`src/rtl/seg_add_pkg.sv`:
```
package seg_add_pkg;

  localparam int MASK_BITS = 8;

  typedef struct packed {
    logic cutLo;
    logic cutHi;
  } segCtrl_t;

  function automatic int nextCount(input int n);
    return 2 * (n / 3) + (n % 3);
  endfunction

  function automatic int countAt(input int n, input int lvl);
    int c;
    c = n;
    for (int i = 0; i < lvl; i++) c = nextCount(c);
    return c;
  endfunction

  function automatic int treeDepth(input int n);
    int c;
    int d;
    c = n;
    d = 0;
    while (c > 2) begin
      c = nextCount(c);
      d++;
    end
    return d;
  endfunction

  function automatic int regCount(input logic [MASK_BITS-1:0] mask, input int lastSlot);
    int s;
    s = 0;
    for (int i = 0; i < MASK_BITS; i++)
      if (i <= lastSlot && mask[i]) s++;
    return s;
  endfunction

  function automatic logic carryPass(input int bitPos, input segCtrl_t c,
                                     input int lo, input int hi);
    return !((c.cutLo && bitPos == lo) || (c.cutHi && bitPos == hi));
  endfunction

endpackage

```
`src/rtl/seg_add_ctrl.sv`:
```
module seg_add_ctrl import seg_add_pkg::*; (
  input  logic [1:0] partEn,
  output segCtrl_t   segCtrl
);
  assign segCtrl.cutLo = partEn[0];
  assign segCtrl.cutHi = partEn[1];
endmodule

```
`src/rtl/seg_csa_row.sv`:
```
module seg_csa_row import seg_add_pkg::*; #(
  parameter int WIDTH  = 16,
  parameter int IN_CNT = 3,
  parameter int CUT_LO = 4,
  parameter int CUT_HI = 8,
  localparam int GROUPS  = IN_CNT / 3,
  localparam int REST    = IN_CNT % 3,
  localparam int OUT_CNT = 2 * GROUPS + REST
) (
  input  logic [IN_CNT-1:0][WIDTH-1:0]  opsIn,
  input  segCtrl_t                      segCtrl,
  output logic [OUT_CNT-1:0][WIDTH-1:0] opsOut
);
  always_comb begin
    logic [WIDTH-1:0] a, b, c;
    opsOut = '0;
    for (int g = 0; g < GROUPS; g++) begin
      a = opsIn[3*g];
      b = opsIn[3*g+1];
      c = opsIn[3*g+2];
      opsOut[2*g] = a ^ b ^ c;
      for (int bt = 1; bt < WIDTH; bt++)
        opsOut[2*g+1][bt] = carryPass(bt, segCtrl, CUT_LO, CUT_HI) &
          ((a[bt-1] & b[bt-1]) | (a[bt-1] & c[bt-1]) | (b[bt-1] & c[bt-1]));
    end
    for (int r = 0; r < REST; r++)
      opsOut[2*GROUPS+r] = opsIn[3*GROUPS+r];
  end
endmodule

```
`src/rtl/seg_part_add.sv`:
```
module seg_part_add import seg_add_pkg::*; #(
  parameter int WIDTH  = 16,
  parameter int CUT_LO = 4,
  parameter int CUT_HI = 8
) (
  input  logic [WIDTH-1:0] addA,
  input  logic [WIDTH-1:0] addB,
  input  segCtrl_t         segCtrl,
  output logic [WIDTH-1:0] addSum
);
  always_comb begin
    logic cy;
    cy = 1'b0;
    for (int i = 0; i < WIDTH; i++) begin
      addSum[i] = addA[i] ^ addB[i] ^ cy;
      cy = carryPass(i + 1, segCtrl, CUT_LO, CUT_HI) &
           ((addA[i] & addB[i]) | (addA[i] & cy) | (addB[i] & cy));
    end
  end
endmodule

```
`src/rtl/seg_add_datapath.sv`:
```
module seg_add_datapath import seg_add_pkg::*; #(
  parameter int WIDTH      = 16,
  parameter int NUM_INPUTS = 9,
  parameter logic [MASK_BITS-1:0] REG_LEVELS = 8'h15,
  parameter int CUT_LO     = 4,
  parameter int CUT_HI     = 8,
  localparam int OP_BITS = ((NUM_INPUTS > 0) ? NUM_INPUTS : 1) * WIDTH,
  localparam int OPS     = (NUM_INPUTS < 2) ? 2 : NUM_INPUTS,
  localparam int NLEV    = treeDepth(OPS)
) (
  input  logic               clk,
  input  logic               rstN,
  input  logic [OP_BITS-1:0] opsIn,
  input  segCtrl_t           segCtrl,
  output logic [WIDTH-1:0]   sumOut
);
  if ((REG_LEVELS >> (NLEV + 1)) != 0) begin : g_badLevels
    $error("REG_LEVELS marks a slot beyond the tree depth");
  end

  for (genvar k = 0; k <= NLEV; k++) begin : lvl
    localparam int IN_CNT  = countAt(OPS, k);
    localparam int OUT_CNT = (k < NLEV) ? countAt(OPS, k + 1) : 1;
    logic [IN_CNT-1:0][WIDTH-1:0]  stIn;
    logic [OUT_CNT-1:0][WIDTH-1:0] stComb;
    logic [OUT_CNT-1:0][WIDTH-1:0] stOut;
    segCtrl_t ctlIn;

    if (k == 0) begin : g_src
      for (genvar i = 0; i < OPS; i++) begin : g_pad
        if (i < NUM_INPUTS) begin : g_op
          assign stIn[i] = opsIn[i*WIDTH +: WIDTH];
        end else begin : g_zero
          assign stIn[i] = '0;
        end
      end
      assign ctlIn = segCtrl;
    end else begin : g_chain
      assign stIn  = lvl[k-1].stOut;
      assign ctlIn = lvl[k-1].g_csa.ctlOut;
    end

    if (k < NLEV) begin : g_csa
      segCtrl_t ctlOut;
      seg_csa_row #(.WIDTH(WIDTH), .IN_CNT(IN_CNT), .CUT_LO(CUT_LO), .CUT_HI(CUT_HI))
        row_i (.opsIn(stIn), .segCtrl(ctlIn), .opsOut(stComb));
      if (REG_LEVELS[k]) begin : g_reg
        always_ff @(posedge clk or negedge rstN) begin
          if (!rstN) begin
            stOut  <= '0;
            ctlOut <= '0;
          end else begin
            stOut  <= stComb;
            ctlOut <= ctlIn;
          end
        end
      end else begin : g_wire
        assign stOut  = stComb;
        assign ctlOut = ctlIn;
      end
    end else begin : g_fin
      seg_part_add #(.WIDTH(WIDTH), .CUT_LO(CUT_LO), .CUT_HI(CUT_HI))
        adder_i (.addA(stIn[0]), .addB(stIn[1]), .segCtrl(ctlIn), .addSum(stComb[0]));
      if (REG_LEVELS[k]) begin : g_reg
        always_ff @(posedge clk or negedge rstN) begin
          if (!rstN) stOut <= '0;
          else       stOut <= stComb;
        end
      end else begin : g_wire
        assign stOut = stComb;
      end
    end
  end

  assign sumOut = lvl[NLEV].stOut[0];
endmodule

```
`src/rtl/seg_add_tree.sv`:
```
module seg_add_tree import seg_add_pkg::*; #(
  parameter int WIDTH      = 16,
  parameter int NUM_INPUTS = 9,
  parameter logic [MASK_BITS-1:0] REG_LEVELS = 8'h15,
  parameter int CUT_LO     = 4,
  parameter int CUT_HI     = 8,
  localparam int OP_BITS = ((NUM_INPUTS > 0) ? NUM_INPUTS : 1) * WIDTH
) (
  input  logic               clk,
  input  logic               rstN,
  input  logic [OP_BITS-1:0] opsIn,
  input  logic [1:0]         partEn,
  output logic [WIDTH-1:0]   sumOut
);
  segCtrl_t segCtrl;

  seg_add_ctrl ctrl_i (.partEn(partEn), .segCtrl(segCtrl));

  seg_add_datapath #(
    .WIDTH(WIDTH), .NUM_INPUTS(NUM_INPUTS), .REG_LEVELS(REG_LEVELS),
    .CUT_LO(CUT_LO), .CUT_HI(CUT_HI)
  ) dp_i (
    .clk(clk), .rstN(rstN), .opsIn(opsIn), .segCtrl(segCtrl), .sumOut(sumOut)
  );
endmodule

```
`config.mk`:
```
export PLATFORM = sky130hd
export DESIGN_NAME = seg_add_tree
export DESIGN_NICKNAME = d
export VERILOG_FILES = /design/src/rtl/seg_add_pkg.sv /design/src/rtl/seg_add_ctrl.sv /design/src/rtl/seg_csa_row.sv /design/src/rtl/seg_part_add.sv /design/src/rtl/seg_add_datapath.sv /design/src/rtl/seg_add_tree.sv
export SDC_FILE = /design/constraint.sdc
export NUM_CORES = 1
export LEC_CHECK = 0
export BUFFER_PORTS_ARGS = -buffer_cell sky130_fd_sc_hd__buf_2
export CAP_MARGIN = 20
export CORE_MARGIN = 5
export CORE_UTILIZATION = 54
export DETAILED_ROUTE_END_ITERATION = 12
export PLACE_DENSITY = 0.8
export SLEW_MARGIN = 5
export SYNTH_ARGS = -nofsm -noshare
export SYNTH_HDL_FRONTEND = slang
export SYNTH_SLANG_ARGS = --single-unit
```
`constraint.sdc`:
```
create_clock -name clk -period 8.3 [get_ports clk]
set_input_delay 0.83 -clock clk [delete_from_list [all_inputs] [get_ports clk]]
set_output_delay 0.83 -clock clk [all_outputs]
set_load 0.02 [all_outputs]
```
==> results of run 1 <==
## metrics by stage
| stage | hold slack [ns] | power [mW] | util (%) |
|---|---|---|---|
| 2_1_floorplan | 0.331 | 1.52 | - |
| 3_3_place_gp | 0.338 | 1.72 | 63.7 |
| 3_5_place_dp | 0.356 | 1.79 | 63.7 |
| 4_1_cts | 0.370 | 2.70 | 69.0 |
| 5_1_grt | 0.376 | 2.84 | 69.0 |
| 6_report | 0.362 | 2.64 | 69.0 |
## area by class of cell
type | instances | area [µm²] | share of cell area, %
Multi-Input combinational cell | 145 | 2530 | 28.8
Sequential cell | 158 | 3950 | 45.0
Clock inverter | 13 | 235 | 2.68
Tap cell | 172 | 215 | 2.45
Timing Repair Buffer | 164 | 830 | 9.44
Clock buffer | 19 | 443 | 5.04
Inverter | 153 | 574 | 6.54
## flip-flops by register name, summed over array words and instances (netlist names)
name                   flops
dp_i.lvl.g_csa.ctlOut      4
dp_i.sumOut               16
dp_i.lvl.stOut           138
## worst max-delay path by stage
stage	end	slack, ns	cells past startpoint	start
2_1_floorplan	dp_i.sumOut[15]	2.34	22	dp_i.lvl[2].stOut[2]
3_3_place_gp	dp_i.sumOut[15]	2.14	22	dp_i.lvl[2].stOut[2]
3_5_place_dp	dp_i.sumOut[15]	2.06	22	dp_i.lvl[2].stOut[2]
4_1_cts	dp_i.sumOut[15]	2.00	22	dp_i.lvl[2].stOut[2]
5_1_grt	dp_i.sumOut[15]	1.81	22	dp_i.lvl[2].stOut[2]
6_report	dp_i.sumOut[15]	2.08	22	dp_i.lvl[2].stOut[2]
## power by group
group | switching (mW) | internal [mW] | total (mW)
Clock | 0.298 | 0.574 | 0.872
Sequential | 0.0740 | 0.959 | 1.03
Combinational | 0.400 | 0.335 | 0.735
## cell usage after synthesis
library cell and instances:
sky130_fd_sc_hd__nand2b_1 5, sky130_fd_sc_hd__fa_1 112, sky130_fd_sc_hd__nor2b_1 4, sky130_fd_sc_hd__inv_1 153, sky130_fd_sc_hd__xnor2_1 8, sky130_fd_sc_hd__dfrtp_1 158
sky130_fd_sc_hd__xor2_1 2, sky130_fd_sc_hd__ha_1 4, sky130_fd_sc_hd__nor2_1 6, sky130_fd_sc_hd__xnor3_1 3, sky130_fd_sc_hd__or2_2 1
## cell families after synthesis
| family | Yosys count | share of synthesized area, % |
|---|---|---|
| buf+inv | 153 | 8.13 |
| flops | 158 | 56.0 |
| simple gates | 16 | 1.21 |
| fa+ha+maj | 116 | 32.5 |
| xor+xnor | 13 | 2.20 |
## per-layer routing
metal | share of wire, % | routed length [µm] | global-route usage, % | vias to the layer above
met2 | 59 | 7300 | 32.1 | 110
met4 | 3.1 | 377 | 8.06 | 0
met3 | 4.4 | 539 | 4.12 | 29
li1 | - | - | - | 1605
met5 | 0 | 0 | 0 | -
met1 | 33 | 4070 | 19.8 | 1906
## layout by cell type, fill, tap and decap left out, types with 4 or more instances in the layout
master,count
sky130_fd_sc_hd__clkbuf_16,17
sky130_fd_sc_hd__inv_1,153
sky130_fd_sc_hd__nand2b_1,5
sky130_fd_sc_hd__bufinv_16,6
sky130_fd_sc_hd__ha_1,4
sky130_fd_sc_hd__fa_1,112
sky130_fd_sc_hd__dfrtp_1,158
sky130_fd_sc_hd__buf_2,162
sky130_fd_sc_hd__nor2_1,6
sky130_fd_sc_hd__nor2b_1,4
sky130_fd_sc_hd__xnor2_1,8
## worst reg2reg max path: cells and delay by family (launching register included)
kind | cells | cell delay, ns
fa+ha+maj | 14 | 4.89
buf+inv | 4 | 0.20
xor+xnor | 2 | 0.50
simple gates | 2 | 0.20
flops | 1 | 0.32
==> insert_results.sql, run 1 <==
INSERT INTO impl_metrics (metric_group, metric, value, unit) VALUES
('sta', 'final-max-slew-violation-count', '0', ''),
('global_routing', 'grt_pass1_wl', '21100', 'µm'),
('placement', 'portBuffers', '163', ''),
('pwr', 'max-vdd-ir-drop', '0.000136', 'V'),
('die', 'std_cell_rows', '41', ''),
('global_routing', 'total_routing_usage_gr', '17.7', '%'),
('yosys', 'post-synth-top-area-cell', 'sky130_fd_sc_hd__dfrtp_1', ''),
('setup_path', 'r2r.worst_path.cells', '22', ''),
('cts', 'cts_tree', 'yes', ''),
('setup_path', 'worst_r2r_endpoint', 'dp_i.sumOut[15]', ''),
('yosys', 'syn_area', '0.00706', 'mm²'),
('placement', 'post_detailed_placement_half_perimeter_wirelength', '9330', 'µm'),
('yosys', 'netlist_top_cells_area', 'sky130_fd_sc_hd__dfrtp_1 (56%), sky130_fd_sc_hd__fa_1 (32%), sky130_fd_sc_hd__inv_1 (8.1%)', ''),
('sta', 'maxClockFrequency', '0.161', 'GHz'),
('sta', 'postLayoutSetupSlackWorst', '2.08', 'ns'),
('route', 'route.final.wire_length', '12300', 'µm'),
('yosys', 'netlist.area_leader.share', '56.0', '%'),
('setup_path', 'required', '8.60', 'ns'),
('setup_path', 'timing.critical_path.slowest_cell_delay', '0.54', 'ns'),
('final_layout', 'layoutNonFillerInstCount', '824', ''),
('cts', 'ctsHoldBuffers', '0', ''),
('cts', 'htree_levels', '4', ''),
('setup_path', 'startpoint_type', 'flip-flop', ''),
('route', 'ant_nets', '0', ''),
('route', 'detail_route.first_pass.iterations', '4', ''),
('cts', 'clk_latency', '0.41', 'ns'),
('placement', 'gp_congestion', '0.775', ''),
('die', 'floorplan.core_area', '0.0127', 'mm²'),
('yosys', 'yosys_warnings', '0', ''),
('sta', 'setup_total_negative_slack', '0', 'ns'),
('setup_path', 'reg2reg_setup_slack', '2.08', 'ns'),
('min_path', 'worst_hold_path.endpoint', 'dp_i.sumOut[0]', ''),
('sta', 'setup_viol', '0', ''),
('setup_path', 'cp_cell_instances', 'inv_1, fa_1, inv_1, ha_1, fa_1, nand2b_1, fa_1, inv_1, fa_1, fa_1, fa_1, nand2b_1, fa_1, inv_1, fa_1, fa_1, fa_1, fa_1, fa_1, fa_1, xnor3_1, xnor2_1', ''),
('sta', 'tightestPinTransition', '0.916', 'ns'),
('cts', 'clock_sinks', '158', ''),
('yosys', 'synth-seq-area-share', '56.0', '%'),
('setup_path', 'setup.worst_path.end_class', 'flip-flop', ''),
('setup_path', 'timing.critical_path.slowest_stage_cell', 'sky130_fd_sc_hd__fa_1', ''),
('status', 'outcome', 'complete, no violations', ''),
('sta', 'slew-limit-headroom', '38.9', '%'),
('sta', 'finalCritPeriodShare', '75.0', '%'),
('global_routing', 'grt_remaining_overflow', '0', ''),
('route', 'drc', '0', ''),
('sta', 'rsz0062_at_grt', 'no', ''),
('sta', 'period_needed', '6.22', 'ns'),
('yosys', 'synth.avg_cell_area', '15.5', 'µm²'),
('cts', 'cts_root_buffer', 'sky130_fd_sc_hd__clkbuf_16', ''),
('run', 'max-cap-violations', '0', ''),
('yosys', 'postSynthCellCount', '456', ''),
('cts', 'cts_setup_buffers', '0', ''),
('die', 'initial_utilization', '55.5', '%'),
('final_layout', 'nNetsFinal', '903', ''),
('setup_path', 'kind_of_critical_path', 'flip-flop to flip-flop', ''),
('global_routing', 'maximum_number_of_pins_on_one_net_before_global_route_repair', '104', ''),
('die', 'die_w', '124', 'µm'),
('setup_path', 'critPathMostFrequentCell', 'sky130_fd_sc_hd__fa_1', ''),
('die', 'design.portCount', '164', ''),
('route', 'drt-initial-drc-count', '148', ''),
('route', 'average_detailed_routed_wire_length_per_instance', '14.9', 'µm'),
('setup_path', 'number_of_buffer_and_inverter_stages_on_the_critical_path', '4', ''),
('placement', 'detailed_place.area', '0.00811', 'mm²'),
('min_path', 'min-delay-path-class', 'flip-flop to flip-flop', ''),
('setup_path', 'worst_path_dominant_cell_family', 'adder cells', ''),
('cts', 'ctsLongestPathBuffers', '2', ''),
('pwr', 'power_per_cell_area', '301', 'mW/mm²'),
('die', 'fp.dieH', '124', 'µm'),
('placement', 'dpl.cell_count', '792', ''),
('sta', 'hold_violations', '0', ''),
('yosys', 'post_synthesis_net_count', '720', ''),
('placement', 'placement.setup.worst_slack', '2.06', 'ns');
(Power assumes the default switching activity.)
==> run 2: changes to the inputs <==
==> constraint.sdc (replaced) <==
create_clock -name clk -period 5.85 [get_ports clk]
set_input_delay 0.585 -clock clk [delete_from_list [all_inputs] [get_ports clk]]
set_output_delay 0.585 -clock clk [all_outputs]
set_load 0.02 [all_outputs]
==> insert_results.sql, run 2 (same netlist as run 1, synthesis figures left out) <==
INSERT INTO impl_metrics (metric_group, metric, value, unit) VALUES
('route', 'average_detailed_routed_wire_length_per_instance', '13.4', 'µm'),
('global_routing', 'maximum_number_of_pins_on_one_net_before_global_route_repair', '97', ''),
('cts', 'cts_root_buffer', 'sky130_fd_sc_hd__clkbuf_16', ''),
('final_layout', 'nNetsFinal', '903', ''),
('setup_path', 'worst_path_dominant_cell_family', 'adder cells', ''),
('final_layout', 'layoutNonFillerInstCount', '824', ''),
('route', 'ant_nets', '0', ''),
('global_routing', 'antenna_found_initial', '0', ''),
('sta', 'period_needed', '5.79', 'ns'),
('route', 'detail_route.first_pass.iterations', '4', ''),
('sta', 'holdWs', '0.256', 'ns'),
('placement', 'post_detailed_placement_half_perimeter_wirelength', '8650', 'µm'),
('cts', 'cts_buffers', '17', ''),
('placement', 'portBuffers', '163', ''),
('setup_path', 'timing.critical_path.slowest_stage_cell', 'sky130_fd_sc_hd__fa_1', ''),
('setup_path', 'timing.critical_path.slowest_cell_delay', '0.54', 'ns'),
('pwr', 'share_clk_of_total_power', '31.4', '%'),
('setup_path', 'required', '6.14', 'ns'),
('pwr', 'power.share.sequential', '40.3', '%'),
('setup_path', 'cp_cell_instances', 'inv_1, fa_1, inv_1, ha_1, fa_1, nand2b_1, fa_1, inv_1, fa_2, fa_2, fa_1, nand2b_1, fa_2, inv_1, fa_2, fa_2, fa_2, fa_2, fa_2, fa_2, xnor3_1, xnor2_1', ''),
('sta', 'final-max-slew-violation-count', '0', ''),
('route', 'via_to_cell_ratio', '4.32', ''),
('sta', 'slew-limit-headroom', '45.0', '%'),
('die', 'design.portCount', '164', ''),
('final_layout', 'syn_to_final_growth', '24.0', '%'),
('die', 'fp.dieArea', '0.0155', 'mm²'),
('cts', 'clk_latency', '0.42', 'ns'),
('setup_path', 'number_of_buffer_and_inverter_stages_on_the_critical_path', '4', ''),
('setup_path', 'critPathMostFrequentCell', 'sky130_fd_sc_hd__fa_2', ''),
('final_layout', 'diodes', '0', ''),
('sta', 'fin_skew', '0.00845', 'ns'),
('pwr', 'switching_power', '1.07', 'mW'),
('final_layout', 'mostFrequentLayoutCell', 'sky130_fd_sc_hd__buf_2', ''),
('cts', 'cts_setup_buffers', '0', ''),
('setup_path', 'timing.critical_path.arrival', '6.08', 'ns'),
('pwr', 'max-vdd-ir-drop', '0.000232', 'V'),
('sta', 'finalCritPeriodShare', '98.9', '%'),
('global_routing', 'grt_remaining_overflow', '0', ''),
('sta', 'setup_viol', '0', ''),
('cts', 'clock_sinks', '158', ''),
('die', 'die_w', '124', 'µm'),
('pwr', 'netSwitchingFraction', '29.4', '%'),
('cts', 'htree_levels', '4', ''),
('sta', 'rsz0062_at_grt', 'yes', ''),
('cts', 'ctsHoldBuffers', '0', ''),
('cts', 'clock_transition_at_the_registers_of_the_reported_paths', '0.06', 'ns'),
('pwr', 'report.power.total', '3.64', 'mW'),
('sta', 'postLayoutSetupSlackWorst', '0.0617', 'ns'),
('global_routing', 'grt_pass1_wl', '19700', 'µm'),
('sta', 'maxClockFrequency', '0.173', 'GHz'),
('global_routing', 'first_global_vias', '4304', ''),
('die', 'fp.dieH', '124', 'µm'),
('final_layout', 'largest_register_ffs', '138', ''),
('cts', 'ctsLongestPathBuffers', '2', ''),
('status', 'outcome', 'complete, no violations', ''),
('setup_path', 'path_max_fanout', '1', ''),
('die', 'initial_utilization', '55.5', '%'),
('cts', 'cts_tree', 'yes', ''),
('pwr', 'cellInternalPower', '2.57', 'mW'),
('route', 'drt-initial-drc-count', '123', ''),
('setup_path', 'setup.worst_path.end_class', 'flip-flop', ''),
('placement', 'gp_congestion', '0.799', ''),
('run', 'max-cap-violations', '0', ''),
('setup_path', 'startpoint_type', 'flip-flop', ''),
('final_layout', 'most-common-layout-cells', 'sky130_fd_sc_hd__buf_2 (162), sky130_fd_sc_hd__dfrtp_1 (158), sky130_fd_sc_hd__inv_1 (153)', ''),
('pwr', 'power.leakage', '4.58', 'nW'),
('setup_path', 'kind_of_critical_path', 'flip-flop to flip-flop', ''),
('final_layout', 'regMostFlops', 'dp_i.lvl.stOut', ''),
('placement', 'placement.setup.worst_slack', '-0.307', 'ns'),
('pwr', 'power_per_cell_area', '416', 'mW/mm²'),
('min_path', 'min-delay-path-class', 'input port to async pin', ''),
('pwr', 'power_frac_comb', '28.2', '%'),
('sta', 'hold_violations', '0', ''),
('sta', 'tightestPinTransition', '0.825', 'ns'),
('route', 'route.final.wire_length', '11000', 'µm'),
('placement', 'dpl.cell_count', '792', ''),
('die', 'std_cell_rows', '41', ''),
('route', 'num_vias', '3557', ''),
('global_routing', 'total_routing_usage_gr', '16.3', '%'),
('final_layout', 'share_of_layout_cells_above_drive_strength_1', '31.1', '%'),
('die', 'floorplan.core_area', '0.0127', 'mm²'),
('route', 'drc', '0', '');
run 2: layout make-up:
class,instances,area (µm²)
clock buffers,22,464
clock inverters,10,160
fillers,861,3970
inverters,153,574
multi-input cells,145,2550
flip-flops and latches,158,3950
well taps,172,215
repair buffers,164,830
run 2: repair_timing:
| action | CTS | global route |
|---|---|---|
| endpoints found under the setup margin | 2 | 1 |
| pin swaps | 1 | 2 |
| gates resized for setup | 9 | 0 |
run 2: worst reg2reg max path: stages, from the launching register on:
cell	delay, ns
sky130_fd_sc_hd__dfrtp_1	0.33
sky130_fd_sc_hd__inv_1	0.06
sky130_fd_sc_hd__fa_1	0.54
sky130_fd_sc_hd__inv_1	0.05
sky130_fd_sc_hd__ha_1	0.20
sky130_fd_sc_hd__fa_1	0.36
sky130_fd_sc_hd__nand2b_1	0.09
sky130_fd_sc_hd__fa_1	0.17
sky130_fd_sc_hd__inv_1	0.05
sky130_fd_sc_hd__fa_2	0.34
sky130_fd_sc_hd__fa_2	0.35
sky130_fd_sc_hd__fa_1	0.36
sky130_fd_sc_hd__nand2b_1	0.10
sky130_fd_sc_hd__fa_2	0.19
sky130_fd_sc_hd__inv_1	0.05
sky130_fd_sc_hd__fa_2	0.33
sky130_fd_sc_hd__fa_2	0.35
sky130_fd_sc_hd__fa_2	0.37
sky130_fd_sc_hd__fa_2	0.34
sky130_fd_sc_hd__fa_2	0.35
sky130_fd_sc_hd__fa_2	0.35
sky130_fd_sc_hd__xnor3_1	0.20
sky130_fd_sc_hd__xnor2_1	0.13
run 2: worst paths after layout:
check | startpoint | to | slack [ns] | cells past startpoint
worst max register to register | dp_i.lvl[2].stOut[2] | dp_i.sumOut[15] | 0.06 | 22
worst min-delay path | rstN | dp_i.lvl[0].stOut[4] | 0.26 | 1
min in group clk | partEn[1] | dp_i.lvl[0].g_csa.ctlOut[0] | 0.32 | 1
worst min register to register | dp_i.lvl[2].stOut[0] | dp_i.sumOut[0] | 0.36 | 0
worst max-delay path | dp_i.lvl[2].stOut[2] | dp_i.sumOut[15] | 0.06 | 22
max in group asynchronous | rstN | dp_i.sumOut[8] | 4.32 | 2
run 2: through the flow:
| stage | setup TNS (ns) | util [%] | area (µm²) |
|---|---|---|---|
| finish | 0 | 68.8 | 8750 |
| CTS | 0 | 68.8 | 8750 |
| global route | -0.136 | 68.8 | 8750 |
| detailed placement | -0.307 | 63.7 | 8110 |
| floorplan | 0 | - | 7060 |
| global placement | -0.154 | 63.7 | 8110 |
run 2: routing by layer:
| layer | routed length, µm | part of all wire [%] | vias up | global-route usage [%] |
|---|---|---|---|---|
| li1 | - | - | 1607 | - |
| met1 | 4190 | 38 | 1826 | 19.5 |
| met2 | 6000 | 54 | 109 | 27.9 |
| met3 | 677 | 6.1 | 15 | 5.40 |
| met4 | 158 | 1.4 | 0 | 5.61 |
| met5 | 0 | 0 | - | 0 |
run 2: power by group through the flow:
stage | clock [mW] | combinational, mW | sequential [mW]
after CTS | 1.17 | 1.08 | 1.48
after floorplan | 0 | 0.606 | 1.53
final | 1.14 | 1.03 | 1.47
after global routing | 1.22 | 1.21 | 1.50
after detailed placement | 0 | 1.03 | 1.49
after global placement | 0 | 0.955 | 1.48
